[config.mk]
export PLATFORM = sky130hd
export DESIGN_NAME = pkt_trailer_delin
export DESIGN_NICKNAME = d
export VERILOG_FILES = /design/src/rtl/pkt_delin_pkg.sv /design/src/rtl/pkt_byte_pipe.sv /design/src/rtl/pkt_seq_fsm.sv /design/src/rtl/pkt_capture_reg.sv /design/src/rtl/pkt_trailer_delin.sv
export SDC_FILE = /design/constraint.sdc
export NUM_CORES = 1
export LEC_CHECK = 0
export ABC_AREA = 0
export BUFFER_PORTS_ARGS = -buffer_cell sky130_fd_sc_hd__clkbuf_2
export CAP_MARGIN = 0
export CORE_MARGIN = 3
export CORE_UTILIZATION = 42
export DETAILED_ROUTE_END_ITERATION = 7
export PLACE_DENSITY_LB_ADDON = 0.05
export SLEW_MARGIN = 20
export SYNTH_ARGS = -nofsm -noshare
export SYNTH_HDL_FRONTEND = slang
export SYNTH_SLANG_ARGS = --single-unit
[constraint.sdc]
create_clock -name clk -period 2.7 [get_ports clk]
set_input_delay 0.54 -clock clk [delete_from_list [all_inputs] [get_ports clk]]
set_output_delay 0.54 -clock clk [all_outputs]
set_load 0.01 [all_outputs]
[src/rtl/pkt_delin_pkg.sv]
package pkt_delin_pkg;

    // payload bytes per packet; the marker follows them
    localparam int DATA_BYTES = 3;
    localparam int PKT_BYTES  = DATA_BYTES + 1;

    typedef enum logic [1:0] {
        ST_DATA0,
        ST_DATA1,
        ST_DATA2,
        ST_HUNT
    } seq_state_t;

endpackage

[src/rtl/pkt_byte_pipe.sv]
module pkt_byte_pipe #(
    parameter  int BYTE_W = 8,
    parameter  int DEPTH  = 4,
    localparam int VEC_W  = BYTE_W * DEPTH
) (
    input  logic              clk,
    input  logic              rst,
    input  logic              shift_en,
    input  logic [BYTE_W-1:0] din,
    output logic [VEC_W-1:0]  stages,
    output logic              fresh
);

    // stage 0 is the newest byte, stage DEPTH-1 the oldest
    logic [BYTE_W-1:0] st_q [DEPTH];

    generate
        for (genvar i = 0; i < DEPTH; i++) begin : g_stage
            if (i == 0) begin : g_head
                always_ff @(posedge clk) begin
                    if (rst)
                        st_q[i] <= '0;
                    else if (shift_en)
                        st_q[i] <= din;
                end
            end else begin : g_tail
                always_ff @(posedge clk) begin
                    if (rst)
                        st_q[i] <= '0;
                    else if (shift_en)
                        st_q[i] <= st_q[i-1];
                end
            end
            assign stages[i*BYTE_W +: BYTE_W] = st_q[i];
        end
    endgenerate

    // marks the cycle in which stage 0 holds a byte not yet examined
    always_ff @(posedge clk) begin
        if (rst)
            fresh <= 1'b0;
        else
            fresh <= shift_en;
    end

    AST_PIPE_HOLD: assert property (@(posedge clk) disable iff (rst)
        !shift_en |=> $stable(stages));

endmodule

[src/rtl/pkt_seq_fsm.sv]
module pkt_seq_fsm
    import pkt_delin_pkg::*;
#(
    parameter int                BYTE_W    = 8,
    parameter logic [BYTE_W-1:0] MARK_BYTE = 8'h06
) (
    input  logic              clk,
    input  logic              rst,
    input  logic              step,
    input  logic [BYTE_W-1:0] newest,
    output logic              accept
);

    seq_state_t state_q;
    seq_state_t state_d;
    logic       is_mark;

    assign is_mark = (newest == MARK_BYTE);

    always_ff @(posedge clk) begin
        if (rst)
            state_q <= ST_DATA0;
        else
            state_q <= state_d;
    end

    always_comb begin
        state_d = state_q;
        if (step) begin
            unique case (state_q)
                ST_DATA0: state_d = ST_DATA1;
                ST_DATA1: state_d = ST_DATA2;
                ST_DATA2: state_d = ST_HUNT;
                ST_HUNT:  state_d = is_mark ? ST_DATA0 : ST_HUNT;
            endcase
        end
    end

    always_comb begin
        accept = step && (state_q == ST_HUNT) && is_mark;
    end

    AST_BLANK_AFTER_ACCEPT: assert property (@(posedge clk) disable iff (rst)
        accept |=> (state_q == ST_DATA0));
    AST_STALL_HOLDS_STATE: assert property (@(posedge clk) disable iff (rst)
        !step |=> $stable(state_q));
    AST_HUNT_ABSORBS: assert property (@(posedge clk) disable iff (rst)
        (state_q == ST_HUNT && step && !is_mark) |=> (state_q == ST_HUNT));

endmodule

[src/rtl/pkt_capture_reg.sv]
module pkt_capture_reg #(
    parameter int W = 24
) (
    input  logic         clk,
    input  logic         rst,
    input  logic         load,
    input  logic [W-1:0] din,
    output logic [W-1:0] dout,
    output logic         valid
);

    always_ff @(posedge clk) begin
        if (rst) begin
            dout  <= '0;
            valid <= 1'b0;
        end else begin
            valid <= load;
            if (load)
                dout <= din;
        end
    end

    AST_VALID_ONE_CYCLE: assert property (@(posedge clk) disable iff (rst)
        valid |=> !valid);
    AST_DATA_HELD: assert property (@(posedge clk) disable iff (rst)
        !load |=> $stable(dout));

endmodule

[src/rtl/pkt_trailer_delin.sv]
module pkt_trailer_delin
    import pkt_delin_pkg::*;
#(
    parameter  int                BYTE_W    = 8,
    parameter  logic [BYTE_W-1:0] MARK_BYTE = 8'h06,
    localparam int                OUT_W     = DATA_BYTES * BYTE_W,
    localparam int                PIPE_W    = PKT_BYTES * BYTE_W
) (
    input  logic              clk,
    input  logic              rst,
    input  logic              in_valid,
    input  logic [BYTE_W-1:0] in_byte,
    output logic              out_valid,
    output logic [OUT_W-1:0]  out_data
);

    logic [PIPE_W-1:0] stages;
    logic              fresh;
    logic              accept;
    logic [OUT_W-1:0]  cap_din;

    pkt_byte_pipe #(
        .BYTE_W (BYTE_W),
        .DEPTH  (PKT_BYTES)
    ) u_pipe (
        .clk      (clk),
        .rst      (rst),
        .shift_en (in_valid),
        .din      (in_byte),
        .stages   (stages),
        .fresh    (fresh)
    );

    pkt_seq_fsm #(
        .BYTE_W    (BYTE_W),
        .MARK_BYTE (MARK_BYTE)
    ) u_fsm (
        .clk    (clk),
        .rst    (rst),
        .step   (fresh),
        .newest (stages[BYTE_W-1:0]),
        .accept (accept)
    );

    // oldest stage goes to the least significant byte of the word
    generate
        for (genvar k = 0; k < DATA_BYTES; k++) begin : g_order
            assign cap_din[k*BYTE_W +: BYTE_W] =
                stages[(PKT_BYTES-1-k)*BYTE_W +: BYTE_W];
        end
    endgenerate

    pkt_capture_reg #(
        .W (OUT_W)
    ) u_cap (
        .clk   (clk),
        .rst   (rst),
        .load  (accept),
        .din   (cap_din),
        .dout  (out_data),
        .valid (out_valid)
    );

    AST_OUT_FOLLOWS_MARKER: assert property (@(posedge clk) disable iff (rst)
        out_valid |-> $past(in_valid && (in_byte == MARK_BYTE), 2));

endmodule

Word-level counts from Yosys, hierarchy flattened --
Memory sizes are Yosys's and may differ from the RTL's. A register that Yosys moved wholly into a read port is not among the register bits. Cells that the tools add are included.
Storage, ports and cells: bits in registers 28, RAM bits 32, input bits 11, output and inout bits 25, logic and storage cells 27, memories kept 1
Memory list:
- u_pipe.st_q | words 4, width 8, read ports 4, clocked after memory_dff 1, write ports 4, RTL line pkt_byte_pipe.sv:15 | logic [BYTE_W-1:0] st_q [DEPTH];
Cells by class: eq/ne operators 4, muxes and demuxes 11, bitwise logic cells 4, reduce and logical (&&, ||, !) cells 3
Operators by type and width (number):
- 8-bit two-way mux | 4
- 8-bit by 3-bit == test with 1-bit output, second input constant | 1
- 2-bit one-hot mux with 4 select lines | 1
- 1-bit two-way mux | 5
- 2-bit == test, second input constant | 2
- 1-bit OR | 4
- 2-bit by 1-bit == test with 1-bit output, second input constant | 1
- 1-bit logical AND | 2
- 2-bit zero test | 1
- 2-bit two-way mux | 1

Longest topological paths before layout --
Gate-level depths: netlist of the first run.
word-level depth 4, mapped depth 4

Cells and area by module --
Synthesis of the first run repeated with hierarchy kept, for this count alone.
Second synthesis, totals: cells, all modules 168, area, all modules 2351.0 sq um
Modules (own cells, without submodules):
- pkt_byte_pipe | instances 1, cells each 73, area each 1315.0 sq um, seq. area each 980.9 sq um
- pkt_capture_reg | instances 1, cells each 80, area each 902.1 sq um, seq. area each 500.5 sq um
- pkt_seq_fsm | instances 1, cells each 15, area each 133.9 sq um, seq. area each 40.0 sq um

Worst setup path before layout of the first run --
No wires, ideal clock.
path type reg2reg, start point memory u_pipe.st_q[0][5], end point register u_cap.dout[10] (read register of u_pipe.st_q), library setup time 72 ps, arrival time 1789 ps, data required time 2628 ps, slack 840 ps, stages on the path, launching flop included 5, period minus slack after synthesis 1860 ps, path through edfxtp_1 > or4b_4 > nor4_4 > buf_6 > mux2i_1
RTL lines:
- start, declared | RTL line pkt_byte_pipe.sv:15
- end, declared | RTL line pkt_capture_reg.sv:8 | output logic [W-1:0] dout,

==> key figures, run 1 <==
Critical path
  • Worst Setup End Kind: register
  • Worst EP arrival: 2.08 ns
  • Crit Path Class: reg2reg
  • Crit-path max FO: 16
  • Reg2reg path depth: 4
  • CP Launch Type: register
  • Worst path required time: 2.95 ns

Finish
  • Post-layout util: 0.5129
  • Post-Layout Cell Count: 306
  • Final net count: 240
  • Synthesis-to-finish area growth: 17.06%
  • Design area: 2841 sq um
  • N_diodes: 0
  • Share of cells above drive strength 1: 0.2350

Global route
  • Vias in the first global route: 1,388
  • Gr usage total: 0.1297
  • Gr ovfl total: 0
  • Initial antenna violation count: 0
  • Global-route wire length before repair: 6.306 mm
  • Largest net degree at the start of global routing: 53

Synthesis
  • Mux share of post-synthesis cell area: 0.09897
  • Distinct cell type count after synthesis: 20
  • Syn_area_per_cell: 12.84 sq um
  • Adder-cell share of the synthesized area: 0
  • FF+latch count, synth: 60
  • Synth Area in Simple Gates: 0.2505
  • Post-Syn Area: 2427 sq um
  • Synth Area in Compound Gates: 0.002062
  • Cells after synthesis: 189
  • XOR/XNOR Fraction of Synth Area: 0
  • Yosys warning total: 0
  • Post-synthesis sequential area ratio: 0.6268
  • Largest family of logic cells by synthesized area: simple AND/OR/NAND/NOR gates
  • Synthesized net count: 200

Clock network
  • Hold_buf cts: 0
  • Total CTS buffers: 9
  • Largest buffer count on any clock path: 2
  • Postcts setup bufs: 0
  • Root buffer cell: clkbuf_8
  • H-tree Lvls: 3
  • Clock Latency Late Sink: 0.33 ns
  • Clk sinks: 60
  • Clock Pin Slew Worst Setup and Hold Paths: 0.06 ns
  • CTS tree: built
  • Post_cts resized: 0

Drt
  • Vias per inst: 4.627
  • DRT Pass-1 Iters: 4
  • Antenna Violating Nets Remaining: 0
  • First DRT Iteration DRCs: 69
  • DRT Wirelength: 3.837 mm
  • DRC Markers: 0
  • Vias: 1,416
  • Avg WL per Cell: 12.54 microns

Die
  • Row cnt: 27
  • DIE AREA: 6727 sq um
  • Core ar.: 5540 sq um
  • DIE HEIGHT: 82.02 microns
  • Die Width: 82.02 microns
  • Starting Density: 0.4381
  • # IOs: 36

STA
  • Final hold vios: 0
  • Clock Skews: 0.007004 ns
  • RSZ-0062 raised after global routing: false
  • Rel. slew slack: 0.5046
  • Setup TNS: 0 ns
  • Setup Viol. Count Final: 0
  • Final min period: 1.833 ns
  • PnR worst setup slack: 0.8673 ns
  • Pins Over Slew Limit: 0
  • Hold slack: 0.4726 ns
  • Worst Max-Slew Pin Slew: 0.7432 ns
  • Tcrit/Tclk final: 0.6788
  • Fmax: 545.6 MHz

Place
  • DP Worst Slack: 0.8464 ns
  • Port buffer count: 35
  • GP Congestion: 0.6685
  • Dpl hpwl: 2.516 mm
  • DP Cell Count: 290
  • Placed cell area: 2670 sq um

Run
  • Max cap viols: 0

Min path
  • Hold Path Class: reg2reg
  • Hold Crit Depth: 2

Pwr
  • Power, Total: 1.792 mW
  • Pwr dens: 630.6 nW/um^2
  • Worst VDD drop: 0.3593 mV
  • LEAKAGE: 1.084 nW

Status
  • Status: finished, final reports clean
==> final cells by class <==
cell class / count / area [sq um]
fill: 517 / 2699
sequential: 60 / 1521
clock buffer: 14 / 162.7
clock inverter: 2 / 8.758
tap: 72 / 90.09
timing repair buffer: 39 / 205.2
multi-input combinational: 119 / 853.3
==> logic make-up after synthesis <==
kind of cell           count (synthesis)
flip-flops                            60
AO/OA/AOI/OAI                          1
AND/OR/NAND/NOR                       94
multiplexers                          24
buffers and inverters                 10
==> report_power, final <==
part | internal [mW] | switching [mW] | leakage [nW]
combinational | 0.0343 | 0.0345 | 0.418
clock | 0.380 | 0.325 | 0.0881
sequential | 0.999 | 0.0186 | 0.578
==> routing by layer <==
layer	track usage	up-vias	part of all wire
met5	0	-	0
met3	0.04167	10	0.052
li1	-	716	-
met4	0.09967	0	0.026
met2	0.1987	31	0.48
met1	0.1497	659	0.44
==> state kept, by name, summed over array words and instances, names as in the netlist <==
signal / flops
u_cap.valid: 1
u_pipe.fresh: 1
u_cap.dout: 24
u_pipe.st_q: 32
u_fsm.state_q: 2
==> critical path: stages, from the launching register on <==
cell	delay, ns
edfxtp_1	0.39
or4b_4	0.55
nor4_4	0.24
buf_4	0.33
mux2i_1	0.23
==> worst paths after layout <==
path                                                      start  slack [ns]                         end
worst min-delay path                 u_cap.dout[4]$_SDFFE_PP0P_        0.47  u_cap.dout[4]$_SDFFE_PP0P_
worst max register to register  u_pipe.st_q[0][4]$_SDFFCE_PN0P_        0.87  u_cap.dout[0]$_SDFFE_PP0P_
worst min register to register       u_cap.dout[4]$_SDFFE_PP0P_        0.47  u_cap.dout[4]$_SDFFE_PP0P_
worst max-delay path            u_pipe.st_q[0][4]$_SDFFCE_PN0P_        0.87  u_cap.dout[0]$_SDFFE_PP0P_
==> layout by cell type, fill, tap and decap left out, drive strengths merged <==
cell | synthesis | routed
dfxtp | 28 | 28
nor4 | 2 | 2
a21oi | 1 | 1
nor4b | 1 | 1
nor2 | 3 | 3
mux2i | 24 | 24
nor2b | 1 | 1
nor3 | 1 | 1
and3b | 1 | 1
or4b | 1 | 1
or2 | 1 | 1
and2 | 32 | 32
nand4b | 1 | 1
clkbuf | 8 | 49
edfxtp | 32 | 32
buf | 2 | 4
clkinv | 0 | 2
nand2b | 49 | 49
nand2 | 1 | 1
==> synthesized netlist by cell type (all sizes together) <==
master  number  share of area
nand2b      49           0.13
and2        32          0.083
edfxtp      32           0.40
dfxtp       28           0.23
mux2i       24          0.099
clkbuf       8          0.012
nor2         3         0.0046
buf          2         0.0093
nor4         2          0.011
a21oi        1         0.0021
and3b        1         0.0036
nand2        1         0.0015
nand4b       1         0.0036
nor2b        1         0.0026
nor3         1         0.0021
nor4b        1         0.0036
or2          1         0.0026
or4b         1         0.0057
Note: power is estimated with default switching activity, not from simulation.
==> run 2: changes to the inputs <==
==> constraint.sdc (replaced) <==
create_clock -name clk -period 1.86 [get_ports clk]
set_input_delay 0.372 -clock clk [delete_from_list [all_inputs] [get_ports clk]]
set_output_delay 0.372 -clock clk [all_outputs]
set_load 0.01 [all_outputs]
==> run 2 against run 1 <==
  * First-iteration DRC count is 8.7% lower
  * Largest power group unchanged
  * Sequential power grew 45%
  * Final cell count grew 0.33%
  * Clock skew fell by 0.0012 ns
  * Flip-flop and latch count unchanged
  * Power increased by 64%
  * Via count is 0.71% higher
  * Critical path type unchanged
  * Combinational power increased by 53%
  * Clock power increased by 94%
==> key figures, run 2 (synthesis results as in run 1) <==
Min path
  • Hold Path Class: in2reg

Place
  • Dpl hpwl: 2.713 mm (+7.8%)
  • GP Congestion: 0.6559 (-1.9%)
  • Port buffer count: 35 (unchanged)

STA
  • Clock Skews: 0.005800 ns (-0.001204 ns)
  • Rel. slew slack: 0.4851 (-0.01945)
  • Worst Max-Slew Pin Slew: 0.7723 ns (+0.02917 ns)
  • Final hold vios: 0 (unchanged)
  • Hold slack: 0.3132 ns (-0.1594 ns)
  • Fmax: 575.2 MHz (+5.4%)
  • Setup TNS: 0 ns (unchanged)
  • Setup Viol. Count Final: 0 (unchanged)
  • RSZ-0062 raised after global routing: false
  • Final min period: 1.738 ns (-0.09433 ns)
  • Pins Over Slew Limit: 0 (unchanged)
  • Tcrit/Tclk final: 0.9346 (+0.2558)

Pwr
  • Worst VDD drop: 0.7667 mV (+110%)
  • LEAKAGE: 1.120 nW (+3.3%)
  • Pwr dens: 1012 nW/um^2 (+60%)

Finish
  • Synthesis-to-finish area growth: 20.00%
  • Final net count: 241 (+0.42%)
  • Most frequent cells in the layout: 49 x nand2b_1, 35 x clkbuf_2, 32 x edfxtp_1
  • Biggest register: u_pipe.st_q
  • Largest regs: u_pipe.st_q (32), u_cap.dout (24), u_fsm.state_q (2)
  • Most common cell after layout, fill and taps aside: nand2b_1
  • Share of cells above drive strength 1: 0.2468 (+0.01177)
  • N_diodes: 0 (unchanged)
  • Max FFs per register: 32 (unchanged)

Global route
  • Met2 Use GR: 0.2270 (+0.02827)
  • Vias in the first global route: 1,464 (+5.5%)
  • Met1 Usage GRT: 0.1691 (+0.01947)
  • Gr ovfl total: 0 (unchanged)
  • Initial antenna violation count: 0 (unchanged)
  • Global-route wire length before repair: 6.934 mm (+10%)
  • Busiest grt layer: met2
  • Gr usage total: 0.1424 (+0.01272)
  • GR Util met3: 0.03947 (-0.002193)
  • Largest net degree at the start of global routing: 52 (-1.9%)

Drt
  • Vias: 1,426 (+0.71%)
  • DRT Wirelength: 4.146 mm (+8.1%)
  • Avg WL per Cell: 13.50 microns (+7.7%)
  • DRC Markers: 0 (unchanged)
  • Vias per inst: 4.645 (+0.38%)
  • Antenna Violating Nets Remaining: 0 (unchanged)
  • DRT Pass-1 Iters: 4 (unchanged)
  • First DRT Iteration DRCs: 63 (-8.7%)

Die
  • # IOs: 36 (unchanged)
  • DIE HEIGHT: 82.02 microns (unchanged)
  • Core ar.: 5540 sq um (unchanged)
  • Die Width: 82.02 microns (unchanged)
  • Starting Density: 0.4381 (unchanged)
  • Row cnt: 27 (unchanged)
  • DIE AREA: 6727 sq um (unchanged)

Critical path
  • Worst Setup End Kind: register
  • Crit-path max FO: 13 (-3)
  • Crit Path Class: reg2reg
  • Worst path required time: 2.12 ns (-0.83 ns)
  • CP Launch Type: register
  • Worst EP arrival: 1.99 ns (-0.09 ns)

Run
  • Max cap viols: 0 (unchanged)

Clock network
  • Hold_buf cts: 0 (unchanged)
  • Postcts setup bufs: 0 (unchanged)
  • Post_cts resized: 0 (unchanged)
  • Total CTS buffers: 9 (unchanged)
  • Clock Pin Slew Worst Setup and Hold Paths: 0.06 ns (about the same)
  • Clock Latency Late Sink: 0.33 ns (about the same)
  • Root buffer cell: clkbuf_8
  • Clk sinks: 60 (unchanged)
  • H-tree Lvls: 3 (unchanged)
  • Largest buffer count on any clock path: 2 (unchanged)
  • CTS tree: built

Status
  • Status: finished, final reports clean
## run 2: layout make-up
class                      count  area [sq um]
clock buffer                  12         166.4
clock inverter                 4         68.82
fill                         497          2628
multi-input combinational    119         853.3
sequential                    60          1521
tap                           72         90.09
timing repair buffer          40         212.7
## run 2: final timing paths
kind,start,endpoint,slack (ns),cells after the start
hold / removal,in_byte[2],u_pipe.st_q[0][2]$_SDFFCE_PN0P_,0.31,2
setup / recovery,u_pipe.st_q[0][5]$_SDFFCE_PN0P_,u_cap.dout[2]$_SDFFE_PP0P_,0.12,4
hold reg to reg,u_cap.dout[6]$_SDFFE_PP0P_,u_cap.dout[6]$_SDFFE_PP0P_,0.47,2
setup reg to reg,u_pipe.st_q[0][5]$_SDFFCE_PN0P_,u_cap.dout[2]$_SDFFE_PP0P_,0.12,4
## run 2: routing by layer
metal  vias up  wire [microns]
met4         0              57
met5         -               0
met2        31            2034
met3         6             213
li1        716               -
met1       673            1841
## run 2: power breakdown
part,switching (mW),internal (mW),leakage (nW)
clock,0.500,0.866,0.119
sequential,0.0259,1.45,0.578
combinational,0.0534,0.0513,0.423
## run 2: critical path, stage by stage (launching register included)
cell	delay, ns
edfxtp_1	0.39
or4b_4	0.58
nor4_4	0.17
buf_4	0.30
mux2i_1	0.23
## run 2: metrics by stage
step / total power [mW] / utilization / instance area, sq um / worst slack, ns / instances
finish: 2.947 / 0.5257 / 2913 / 0.1216 / 307
global route: 3.051 / 0.5257 / 2913 / 0.03045 / 307
CTS: 2.986 / 0.5257 / 2913 / 0.1074 / 307
detailed placement: 1.613 / 0.4833 / 2678 / 0.1207 / 291
global placement: 1.607 / 0.4833 / 2678 / 0.2277 / 291
floorplan: 1.571 / - / 2427 / 0.07382 / 189
==> run 3: changes to the inputs <==
--- a/config.mk
+++ b/config.mk
@@ -11,7 +11,6 @@
 export CORE_MARGIN = 3
 export CORE_UTILIZATION = 42
 export DETAILED_ROUTE_END_ITERATION = 7
-export PLACE_DENSITY_LB_ADDON = 0.05
 export SLEW_MARGIN = 20
 export SYNTH_ARGS = -nofsm -noshare
 export SYNTH_HDL_FRONTEND = slang
==> run 3 against run 2 <==
  * Power shrank 11%
  * Count of clock-buffer cells in the layout rose by 3
  * Final cell count down 0.65%
  * Combinational power fell by 4%
  * Flip-flop and latch count did not move
  * Utilization shrank 1.0 points
  * Via count decreased by 2.4%
  * Critical endpoint is now u_cap.dout[3]$_SDFFE_PP0P_
  * Largest cell class unchanged
  * Highest routed layer unchanged
==> key figures, run 3 (synthesis results as in run 1) <==
Status
  • Status: finished, final reports clean

Die
  • Row cnt: 27 (unchanged)
  • Core ar.: 5540 sq um (unchanged)
  • Starting Density: 0.4381 (unchanged)
  • Die Width: 82.02 microns (unchanged)
  • DIE AREA: 6727 sq um (unchanged)
  • DIE HEIGHT: 82.02 microns (unchanged)
  • # IOs: 36 (unchanged)

Critical path
  • Crit Path Class: reg2reg
  • Crit path max-delay cell type: or4b_4
  • CP cell instances: or4b_4 -> nor4_4 -> buf_12 -> mux2i_1
  • Worst path required time: 2.10 ns (-0.02 ns)
  • CP Launch Type: register
  • Crit path buf inv count: 1 (unchanged)
  • Worst Setup End Kind: register
  • Worst EP arrival: 1.93 ns (-0.06 ns)
  • Crit-path max FO: 25 (+12)
  • Critical path's top delay family: simple AND/OR/NAND/NOR gates
  • Worst path max stage delay: 0.56 ns (-0.02 ns)

Finish
  • Synthesis-to-finish area growth: 17.68%
  • Most common cell after layout, fill and taps aside: nand2b_1
  • Layout fillers: 524 (+5.4%)
  • Max FFs per register: 32 (unchanged)
  • Share of cells above drive strength 1: 0.2361 (-0.01076)
  • Most frequent cells in the layout: 49 x nand2b_1, 35 x clkbuf_2, 32 x edfxtp_1
  • Register Area: 1521 sq um (unchanged)
  • Multi-input gate area: 853.3 sq um (unchanged)
  • Final net count: 239 (-0.83%)
  • N_diodes: 0 (unchanged)
  • Largest regs: u_pipe.st_q (32), u_cap.dout (24), u_fsm.state_q (2)
  • Biggest register: u_pipe.st_q

Run
  • Max cap viols: 0 (unchanged)

Pwr
  • Psw: 0.5333 mW (-8.0%)
  • Worst VDD drop: 0.4980 mV (-35%)
  • Sw Ratio: 0.2031 (+0.006422)
  • LEAKAGE: 1.087 nW (-3.0%)
  • Power, Total: 2.626 mW (-11%)
  • Combinational power share: 0.038 (+0.002)
  • Clk pwr share: 0.401 (-0.063)
  • Sequential share of power: 0.561 (+0.060)
  • Pwr dens: 919.3 nW/um^2 (-9.1%)
  • P_int: 2.093 mW (-12%)

Drt
  • DRC Markers: 0 (unchanged)
  • Vias per inst: 4.564 (-1.7%)
  • Avg WL per Cell: 11.77 microns (-13%)
  • DRT Pass-1 Iters: 4 (unchanged)
  • DRT Wirelength: 3.591 mm (-13%)
  • Vias: 1,392 (-2.4%)
  • Antenna Violating Nets Remaining: 0 (unchanged)
  • First DRT Iteration DRCs: 84 (+33%)

Clock network
  • Clk sinks: 60 (unchanged)
  • Hold_buf cts: 0 (unchanged)
  • Post_cts resized: 0 (unchanged)
  • Total CTS buffers: 9 (unchanged)
  • Postcts setup bufs: 0 (unchanged)
  • Largest buffer count on any clock path: 2 (unchanged)
  • CTS tree: built
  • H-tree Lvls: 3 (unchanged)
  • Root buffer cell: clkbuf_8
  • Clock Latency Late Sink: 0.32 ns (about the same)
  • Clock Pin Slew Worst Setup and Hold Paths: 0.06 ns (about the same)

STA
  • Clock Skews: 0.006320 ns (+0.0005192 ns)
  • Final hold vios: 0 (unchanged)
  • Final min period: 1.684 ns (-0.05429 ns)
  • Fmax: 593.8 MHz (+3.2%)
  • Worst Max-Slew Pin Slew: 0.7525 ns (-0.01982 ns)
  • Rel. slew slack: 0.4983 (+0.01321)
  • Setup TNS: 0 ns (unchanged)
  • Tcrit/Tclk final: 0.9054 (-0.02919)
  • RSZ-0062 raised after global routing: false
  • Pins Over Slew Limit: 0 (unchanged)
  • Setup Viol. Count Final: 0 (unchanged)

Global route
  • Global-route wire length before repair: 5.996 mm (-14%)
  • Gr usage total: 0.1240 (-0.01838)
  • Gr ovfl total: 0 (unchanged)
  • Largest net degree at the start of global routing: 52 (unchanged)
  • Vias in the first global route: 1,298 (-11%)
  • Initial antenna violation count: 0 (unchanged)

Min path
  • Hold Path Class: in2reg

Place
  • GP Congestion: 0.6664 (+1.6%)
  • Port buffer count: 35 (unchanged)
  • Dpl hpwl: 2.156 mm (-21%)
[run 3: layout make-up]
type,instances,area share
multi-input combinational,119,0.2987
timing repair buffer,38,0.07359
tap,72,0.03154
clock buffer,15,0.06176
sequential,60,0.5326
clock inverter,1,0.001752
[run 3: path summary, 6_finish.rpt]
check	slack, ns	to	start	cells past startpoint
worst min-delay path	0.32	u_pipe.st_q[0][0]$_SDFFCE_PN0P_	in_byte[0]	2
worst min register to register	0.47	u_cap.dout[20]$_SDFFE_PP0P_	u_cap.dout[20]$_SDFFE_PP0P_	2
worst max register to register	0.18	u_cap.dout[3]$_SDFFE_PP0P_	u_pipe.st_q[0][5]$_SDFFCE_PN0P_	4
worst max-delay path	0.18	u_cap.dout[3]$_SDFFE_PP0P_	u_pipe.st_q[0][5]$_SDFFCE_PN0P_	4
[run 3: power groups by stage]
| stage | combinational, mW | clock, mW | sequential, mW |
|---|---|---|---|
| global placement | 0.103 | 0 | 1.50 |
| floorplan | 0.0762 | 0 | 1.49 |
| global route | 0.115 | 1.16 | 1.48 |
| CTS | 0.104 | 1.09 | 1.47 |
| detailed placement | 0.104 | 0 | 1.50 |
| finish | 0.101 | 1.05 | 1.47 |
[run 3: routing by layer]
metal,global-route usage,part of all wire
met1,0.1528,0.47
met2,0.1817,0.48
met3,0.04276,0.042
met4,0.08472,0.012
met5,0,0
[run 3: metrics by stage]
step           cells  instance area (sq um)    util  setup slack, ns  hold slack (ns)
6_report         305                   2856  0.5156           0.1759           0.3193
5_1_grt          305                   2856  0.5156          0.05397           0.2994
4_1_cts          305                   2856  0.5156           0.1718           0.3001
3_5_place_dp     289                   2675  0.4828           0.1819           0.4604
3_3_place_gp     289                   2675  0.4828           0.2151           0.4621
2_1_floorplan    189                   2427       -          0.07382           0.4855
